==> config.mk <==
export PLATFORM = sky130hd
export DESIGN_NAME = evtick_counter
export DESIGN_NICKNAME = d
export VERILOG_FILES = /design/src/rtl/tc_pkg.sv /design/src/rtl/tc_sync.sv /design/src/rtl/tc_fall_detect.sv /design/src/rtl/tc_count_core.sv /design/src/rtl/evtick_counter.sv
export SDC_FILE = /design/constraint.sdc
export NUM_CORES = 1
export LEC_CHECK = 0
export BUFFER_PORTS_ARGS = -buffer_cell sky130_fd_sc_hd__buf_2
export CAP_MARGIN = 20
export CELL_PAD_IN_SITES_DETAIL_PLACEMENT = 0
export CELL_PAD_IN_SITES_GLOBAL_PLACEMENT = 2
export CORE_ASPECT_RATIO = 1.25
export CORE_UTILIZATION = 29
export DETAILED_ROUTE_END_ITERATION = 8
export GPL_TIMING_DRIVEN = 0
export PLACE_DENSITY_LB_ADDON = 0.12
export SLEW_MARGIN = 20
export SYNTH_ARGS = -nofsm -noshare
export SYNTH_HDL_FRONTEND = slang
export SYNTH_SLANG_ARGS = --single-unit
==> constraint.sdc <==
create_clock -name clk -period 1.9 [get_ports clk]
set_input_delay 0.19 -clock clk [delete_from_list [all_inputs] [get_ports clk]]
set_output_delay 0.19 -clock clk [all_outputs]
set_load 0.005 [all_outputs]
==> src/rtl/tc_pkg.sv <==
package tc_pkg;
  parameter int unsigned TC_W = 16;
  parameter int unsigned SYNC_STAGES = 2;

  typedef logic [TC_W-1:0] cnt_t;

  typedef enum logic {
    MODE_TICK  = 1'b0,
    MODE_EVENT = 1'b1
  } cnt_mode_e;

  // True when the next step must wrap.
  function automatic logic at_top(input cnt_t v);
    return (v == {TC_W{1'b1}});
  endfunction

  // Value after one step: wrap to the reload value past all-ones.
  function automatic cnt_t step_value(input cnt_t v, input cnt_t reload);
    return at_top(v) ? reload : cnt_t'(v + cnt_t'(1));
  endfunction

  // High-then-low across two consecutive samples.
  function automatic logic is_fall(input logic older, input logic newer);
    return older & ~newer;
  endfunction
endpackage

==> src/rtl/tc_sync.sv <==
module tc_sync #(
  parameter int unsigned STAGES = 2
) (
  input  logic clk,
  input  logic rst,
  input  logic d_async,
  output logic q_sync
);
  logic [STAGES-1:0] chain;

  genvar g;
  generate
    for (g = 0; g < STAGES; g++) begin : g_stage
      if (g == 0) begin : g_first
        always_ff @(posedge clk) begin
          if (rst) chain[0] <= 1'b0;
          else     chain[0] <= d_async;
        end
      end else begin : g_next
        always_ff @(posedge clk) begin
          if (rst) chain[g] <= 1'b0;
          else     chain[g] <= chain[g-1];
        end
      end
    end
  endgenerate

  assign q_sync = chain[STAGES-1];
endmodule

==> src/rtl/tc_fall_detect.sv <==
module tc_fall_detect (
  input  logic clk,
  input  logic rst,
  input  logic sample,
  output logic fall
);
  import tc_pkg::*;

  logic prev_sample;

  // History runs in every mode and run state so that it survives mode changes.
  always_ff @(posedge clk) begin
    if (rst) prev_sample <= 1'b0;
    else     prev_sample <= sample;
  end

  assign fall = is_fall(prev_sample, sample);

  // two falls can never be seen on back-to-back cycles
  p_fall_spacing_r4: assert property (@(posedge clk) disable iff (rst)
    fall |=> !fall);
endmodule

==> src/rtl/tc_count_core.sv <==
module tc_count_core (
  input  logic          clk,
  input  logic          rst,
  input  logic          step,
  input  logic          load_en,
  input  tc_pkg::cnt_t  load_val,
  output tc_pkg::cnt_t  count,
  output logic          ovf,
  output logic          wrap_evt
);
  import tc_pkg::*;

  cnt_t value_q;
  cnt_t reload_q;
  logic ovf_q;

  assign wrap_evt = step & ~load_en & at_top(value_q);

  always_ff @(posedge clk) begin
    if (rst) begin
      value_q  <= '0;
      reload_q <= '0;
      ovf_q    <= 1'b0;
    end else begin
      ovf_q <= wrap_evt;
      if (load_en) begin
        value_q  <= load_val;
        reload_q <= load_val;
      end else if (step) begin
        value_q <= step_value(value_q, reload_q);
      end
    end
  end

  assign count = value_q;
  assign ovf   = ovf_q;

  // load wins over a step
  p_load_r6: assert property (@(posedge clk) disable iff (rst)
    load_en |=> (count == $past(load_val)));
  // a wrap is followed by the overflow pulse
  p_wrap_flag_r7: assert property (@(posedge clk) disable iff (rst)
    wrap_evt |=> ovf);
  // no overflow pulse without a wrap
  p_no_overflow_r9: assert property (@(posedge clk) disable iff (rst)
    !wrap_evt |=> !ovf);
endmodule

==> src/rtl/evtick_counter.sv <==
module evtick_counter (
  input  logic        clk,
  input  logic        rst,
  input  logic        run,
  input  logic        mode,
  input  logic        ext_pin,
  input  logic        load_en,
  input  logic [15:0] load_val,
  output logic [15:0] count,
  output logic        ovf
);
  import tc_pkg::*;

  logic      pin_sync;
  logic      fall_evt;
  logic      step_evt;
  logic      wrap_evt;
  cnt_mode_e mode_sel;

  assign mode_sel = cnt_mode_e'(mode);

  tc_sync #(.STAGES(SYNC_STAGES)) u_sync (
    .clk     (clk),
    .rst     (rst),
    .d_async (ext_pin),
    .q_sync  (pin_sync)
  );

  tc_fall_detect u_edge (
    .clk    (clk),
    .rst    (rst),
    .sample (pin_sync),
    .fall   (fall_evt)
  );

  always_comb begin
    step_evt = 1'b0;
    if (run) begin
      case (mode_sel)
        MODE_TICK:  step_evt = 1'b1;
        MODE_EVENT: step_evt = fall_evt;
        default:    step_evt = 1'b0;
      endcase
    end
  end

  tc_count_core u_core (
    .clk      (clk),
    .rst      (rst),
    .step     (step_evt),
    .load_en  (load_en),
    .load_val (load_val),
    .count    (count),
    .ovf      (ovf),
    .wrap_evt (wrap_evt)
  );

  // reset clears the visible state
  p_reset_r1: assert property (@(posedge clk)
    rst |=> (count == '0 && !ovf));
  // tick mode steps on every clock below the top
  p_tick_step_r2: assert property (@(posedge clk) disable iff (rst)
    (run && !mode && !load_en && count != 16'hFFFF) |=> (count == $past(count) + 16'd1));
  // frozen when run is low
  p_hold_r5: assert property (@(posedge clk) disable iff (rst)
    (!run && !load_en) |=> $stable(count));
  // in event mode, no step without a detected fall
  p_event_idle_r3: assert property (@(posedge clk) disable iff (rst)
    (mode && !fall_evt && !load_en) |=> $stable(count));
endmodule

Word-level counts from Yosys, hierarchy flattened:

Index checks and enable logic that the tools add are counted.

* reductions and logical operators: 1
* $add $sub $neg: 1
* order comparisons: 0
* divide/modulo/power cells: 0
* bitwise gates (word level): 6
* equal/unequal tests: 1
* shift-type cells: 0
* muxes and demuxes: 5
* $mul: 0

Operator list (number)
* 16-bit two-way mux: 3
* 16-bit by 1-bit adder with 16-bit output, second input constant: 1
* 16-bit == test, second input constant: 1
* 1-bit bitwise AND: 3
* 1-bit inverter: 3
* 1-bit one-hot mux with 2 select lines: 1
* 2-bit nonzero test: 1
* 1-bit two-way mux: 1

* ROM bits: 0
* bits of input ports: 22
* output and inout port bits: 17
* logic and storage cells: 20
* memories kept: 0
* register bits: 36
* RAM bits: 0
* bits in latches: 0

Depth between registers and ports, before layout:

* word-level depth: 6
* depth in mapped cells: 8
* gate-level depth less buffers: 6

Cells and area by module:

Synthesis repeated with hierarchy kept, for this count alone.

* cell total of the unflattened synthesis: 202
* area, all modules: 1828.0 µm²

By module, submodules not included
* tc_count_core: cells an instance 193, instances 1, area each 1729.2 µm²
* tc_sync: cells an instance 4, instances 1, area each 52.6 µm²
* tc_fall_detect: cells an instance 3, instances 1, area each 35.0 µm²
* evtick_counter: cells an instance 2, instances 1, area each 11.3 µm²

Least setup slack after synthesis:

Ideal clock, no wire load.

* path kind: flip-flop to flip-flop
* start: reg u_core.value_q[0], in the netlist u_core.count[0]
* end: reg u_core.value_q[1], in the netlist u_core.count[1]
* setup time: 0.115 ns
* period minus slack after synthesis: 1.951 ns
* data arrival time: 1.836 ns
* slack: -0.051 ns
* buffers on the path: 2
* stages on the path, launching flop included: 8
* cells stage by stage: dfxtp_1 -> ha_1 -> buf_4 -> nand4_1 -> or4_4 -> buf_6 -> mux2i_1 -> a2111oi_0

* cells in the longest elaborated chain, start to end: 4
* elaborated cells on any way between the ends: 5
* those cells by class: add/sub: 1; eq/ne: 1; mux: 3

RTL lines
* start, declared: RTL line tc_count_core.sv:13 `cnt_t value_q;`
* start signal, assigned: RTL line tc_count_core.sv:27 `value_q <= load_val;`
* start signal, assigned: RTL line tc_count_core.sv:30 `value_q <= step_value(value_q, reload_q);`
* 16-bit by 1-bit adder with 16-bit output / 16-bit == test (equally long branches): RTL line tc_pkg.sv:19, tc_pkg.sv:14
* 16-bit two-way mux *: RTL line tc_pkg.sv:19 `return at_top(v) ? reload : cnt_t'(v + cnt_t'(1));`
* 16-bit two-way mux *: RTL line tc_count_core.sv:29 `end else if (step) begin`
* 16-bit two-way mux *: RTL line tc_count_core.sv:26 `if (load_en) begin`

Every way passes the cells marked *; elsewhere a longest branch is shown, timed or not. The select of a mux whose other input is x is not followed.
A chain may end at the register's enable or synchronous reset.

Worst setup path after layout:

* start: reg u_core.value_q[0], in the netlist u_core.count[0]
* end: reg u_core.value_q[0], in the netlist u_core.count[0]

Same word-level chain as after synthesis.

==> summary.md <==
| Metric | Value |
|---|---|
| CTS tree | done |
| Core Util, Final | 0.391 |
| Failing checks | negative setup slack |
| R2R depth | 8 |
| Crit path arrival time | 2.10 ns |
| Net Sw Frac | 0.278 |
| Min Tclk post-route | 1.93 ns |
| Crit-path slowest cell | or4_4 |
| FILL cells | 686 |
| Avg Synthesized Cell Area | 8.68 um^2 |
| FF+latch count, synth | 36 |
| # IOs | 39 |
| Met3 routed WL | 279 um |
| Initial core utilization | 0.300 |
| Reg area | 742 um^2 |
| Commonest non-fill, non-tap cell in the layout | buf_2 |
| Pin count of the biggest net entering global routing | 11 |
| WS Path Type | flip-flop to flip-flop |
| TritonCTS sink count | 36 |
| Die ar. | 6700 um^2 |
| Pleak | 0.992 nW |
| Pint | 1.17 mW |
| Post-synth EDFFs | 0 |
| Slew @ Worst Pin | 0.770 ns |
| CTS root buffer | clkbuf_8 |
| Met2 WL | 2930 um |
| Worst path most repeated cell | buf_4 |
| Most used DFF post-synth | dfxtp_1 |
| Part of the Yosys area used for sequential elements | 0.390 |
| CP top delay family | simple AND/OR/NAND/NOR gates |
| Top sig layer | met4 |
| Number of diodes | 0 |
| Reg clk slew, reported paths | 0.07 ns |
| Die H | 91.3 um |
| Post-DP HPWL | 4000 um |
| Commonest cells after routing, fill and taps aside | buf_2 (38), dfxtp_1 (25), nor2_1 (20) |
| Largest stage delay, worst path | 0.55 ns |
| Highest Clock Rate | 0.518 GHz |
| GP Congestion | 0.816 |
| Mapped Area | 1850 um^2 |
| Wire per inst | 16.7 um |
| Slew Limit Fails | 0 |
| Crit-path max FO | 4 |
| Slew HR | 0.487 |
| Initial DRT Pass Iterations | 4 |
| Syn nets | 236 |
| Post-route DRC | 0 |
| Overall power | 1.61 mW |
| Worst hold slack | 0.129 ns |
| Placed cell count | 335 |
| Final Non-Filler Cells | 355 |
| WL met1 | 2650 um |
| # setup viols final | 2 |
| Multi-input logic area | 1090 um^2 |
| Placed cell area | 2140 um^2 |
| Worst path required time | 2.07 ns |
| Final worst slack | -0.0299 ns |
| Synthesized netlist cell count | 213 |
| CP Depth | 8 |
| GRT overflow | 0 |
| Hold Path Class | input pin to flip-flop |
| P&R area growth vs syn | 30.5% |
| Logic pwr share | 0.161 |
| Crit path buf inv count | 3 |
| Clk_skew | 0.00503 ns |
| Startpoint types | flip-flop |
| Final WL | 5930 um |
| Final Hold Fails | 0 |
| Final ANT Viol Nets | 0 |
| Ys async rst share | 0 |
| Vias | 1834 |
| Clock latency on the worst-skew pair | 0.28 ns |
| Post-synthesis cell type count | 48 |
| Fin crit share | 1.02 |
| CTS buffer count | 5 |
| Initial antenna violation count | 0 |
| RSZ-0062 raised after global routing | yes |
| Core Area | 6170 um^2 |
| Sequential Power Share | 0.534 |
| Htree depth | 2 |
| GRT Util Overall | 0.181 |
| Vias/cell | 5.17 |
| Final Cell Area | 2410 um^2 |
| Bufs on Longest Clock Path | 2 |
| Peak VDD IR | 0.369 mV |
| Critical Path End Type | flip-flop |
| Row count | 32 |
| Worst path cell trace | ha_4 > buf_6 > nand4_1 > buf_4 > or4_4 > buf_4 > mux2i_1 > a21oi_1 |
| First-pass GRT wire length | 9080 um |
| DRT iter0 DRCs | 112 |
| Pre-CTS setup slack | -0.154 ns |
| Pwr per Cell Area | 669 nW/um^2 |
| Die width | 73.4 um |
| Max-Cap Viols | 0 |
| Fraction of layout cells with a size suffix above 1 | 0.348 |
| Nets | 295 |
| Share of total power in the clock network | 0.305 |
| WHS Path Cells | 2 |
| Switch Pwr | 0.448 mW |
| Hold_buf cts | 0 |
| Status | finished, violations left |
| Synth warnings | 0 |
| I/O Buffers | 37 |
| Vias in the first global route | 1712 |
| Final TNS setup | -0.0592 ns |
-- power groups by stage --
stage	Clock, mW	Combinational, mW	Sequential [mW]
finish	0.492	0.260	0.861
floorplan	0	0.141	0.860
global route	0.544	0.289	0.869
global placement	0	0.232	0.874
CTS	0.514	0.237	0.859
detailed placement	0	0.233	0.874
-- worst register-to-register path: stages (launching register included) --
cell	delay, ns
dfxtp_4	0.37
ha_4	0.12
buf_6	0.09
nand4_1	0.12
buf_4	0.16
or4_4	0.55
buf_4	0.16
mux2i_1	0.14
a21oi_1	0.09
-- flip-flops by register name, indices dropped and copies added, names as in the netlist --
signal	count
u_core.count	16
u_edge.prev_sample	1
u_core.reload_q	16
u_sync.q_sync	1
u_core.ovf	1
u_sync.chain	1
-- cell type report --
class,instances,share of cell area
sequential,36,0.308
tap,85,0.0441
clock buffer,5,0.0285
buffer,12,0.0311
timing repair buffer,52,0.125
inverter,8,0.0124
multi-input combinational,157,0.451
-- cells in the mapped netlist, types with 2 or more instances --
cell type	n	area share
dfxtp_1	36	0.39
nor2_1	23	0.047
mux2i_1	16	0.087
a21oi_1	14	0.038
nand2_1	14	0.028
inv_1	8	0.016
nor3_1	8	0.022
clkbuf_1	7	0.014
nand3_1	7	0.019
o21ai_0	7	0.019
xnor2_1	7	0.033
o22ai_1	5	0.017
a211oi_1	4	0.016
and3_1	4	0.014
nand4_1	4	0.014
a2111oi_0	3	0.014
a211o_1	3	0.014
a22oi_1	3	0.012
nor2b_1	3	0.010
o211ai_1	3	0.012
a311o_1	2	0.011
a31oi_1	2	0.0068
a41oi_1	2	0.0095
clkbuf_8	2	0.015
nand2b_1	2	0.0068
or2_2	2	0.0068
-- per-layer routing --
metal / vias up / global-route usage
li1: 901 / -
met1: 875 / 0.237
met2: 53 / 0.303
met3: 5 / 0.0311
met4: 0 / 0.0433
met5: - / 0
-- final timing paths --
path / from / endpoint / slack, ns
setup / recovery: u_core.count[0] / u_core.count[0] / -0.03
hold / removal: ext_pin / u_sync.chain[0] / 0.13
setup reg to reg: u_core.count[0] / u_core.count[0] / -0.03
hold reg to reg: u_sync.chain[0] / u_sync.q_sync / 0.44
-- cells by family (layout without fill, tap and decap cells) --
kind of cell               Yosys count  after routing  share of synthesized area
AOI/OAI and AO/OA                   56             56                      0.211
and+or+nand+nor                     75             76                      0.208
xor gates and xnor gates             8              8                     0.0379
adders and majority gates            1              1                    0.00677
buffers and inverters               21             77                     0.0603
muxes                               16             16                     0.0867
DFF                                 36             36                      0.390
-- timing repair --
action	in CTS	in global routing
setup endpoints to repair	13	9
pin swaps	1	9
cloned	0	1
resized for setup	13	18
setup buffers	1	14
No activity file was read; power rests on OpenSTA's default activity.
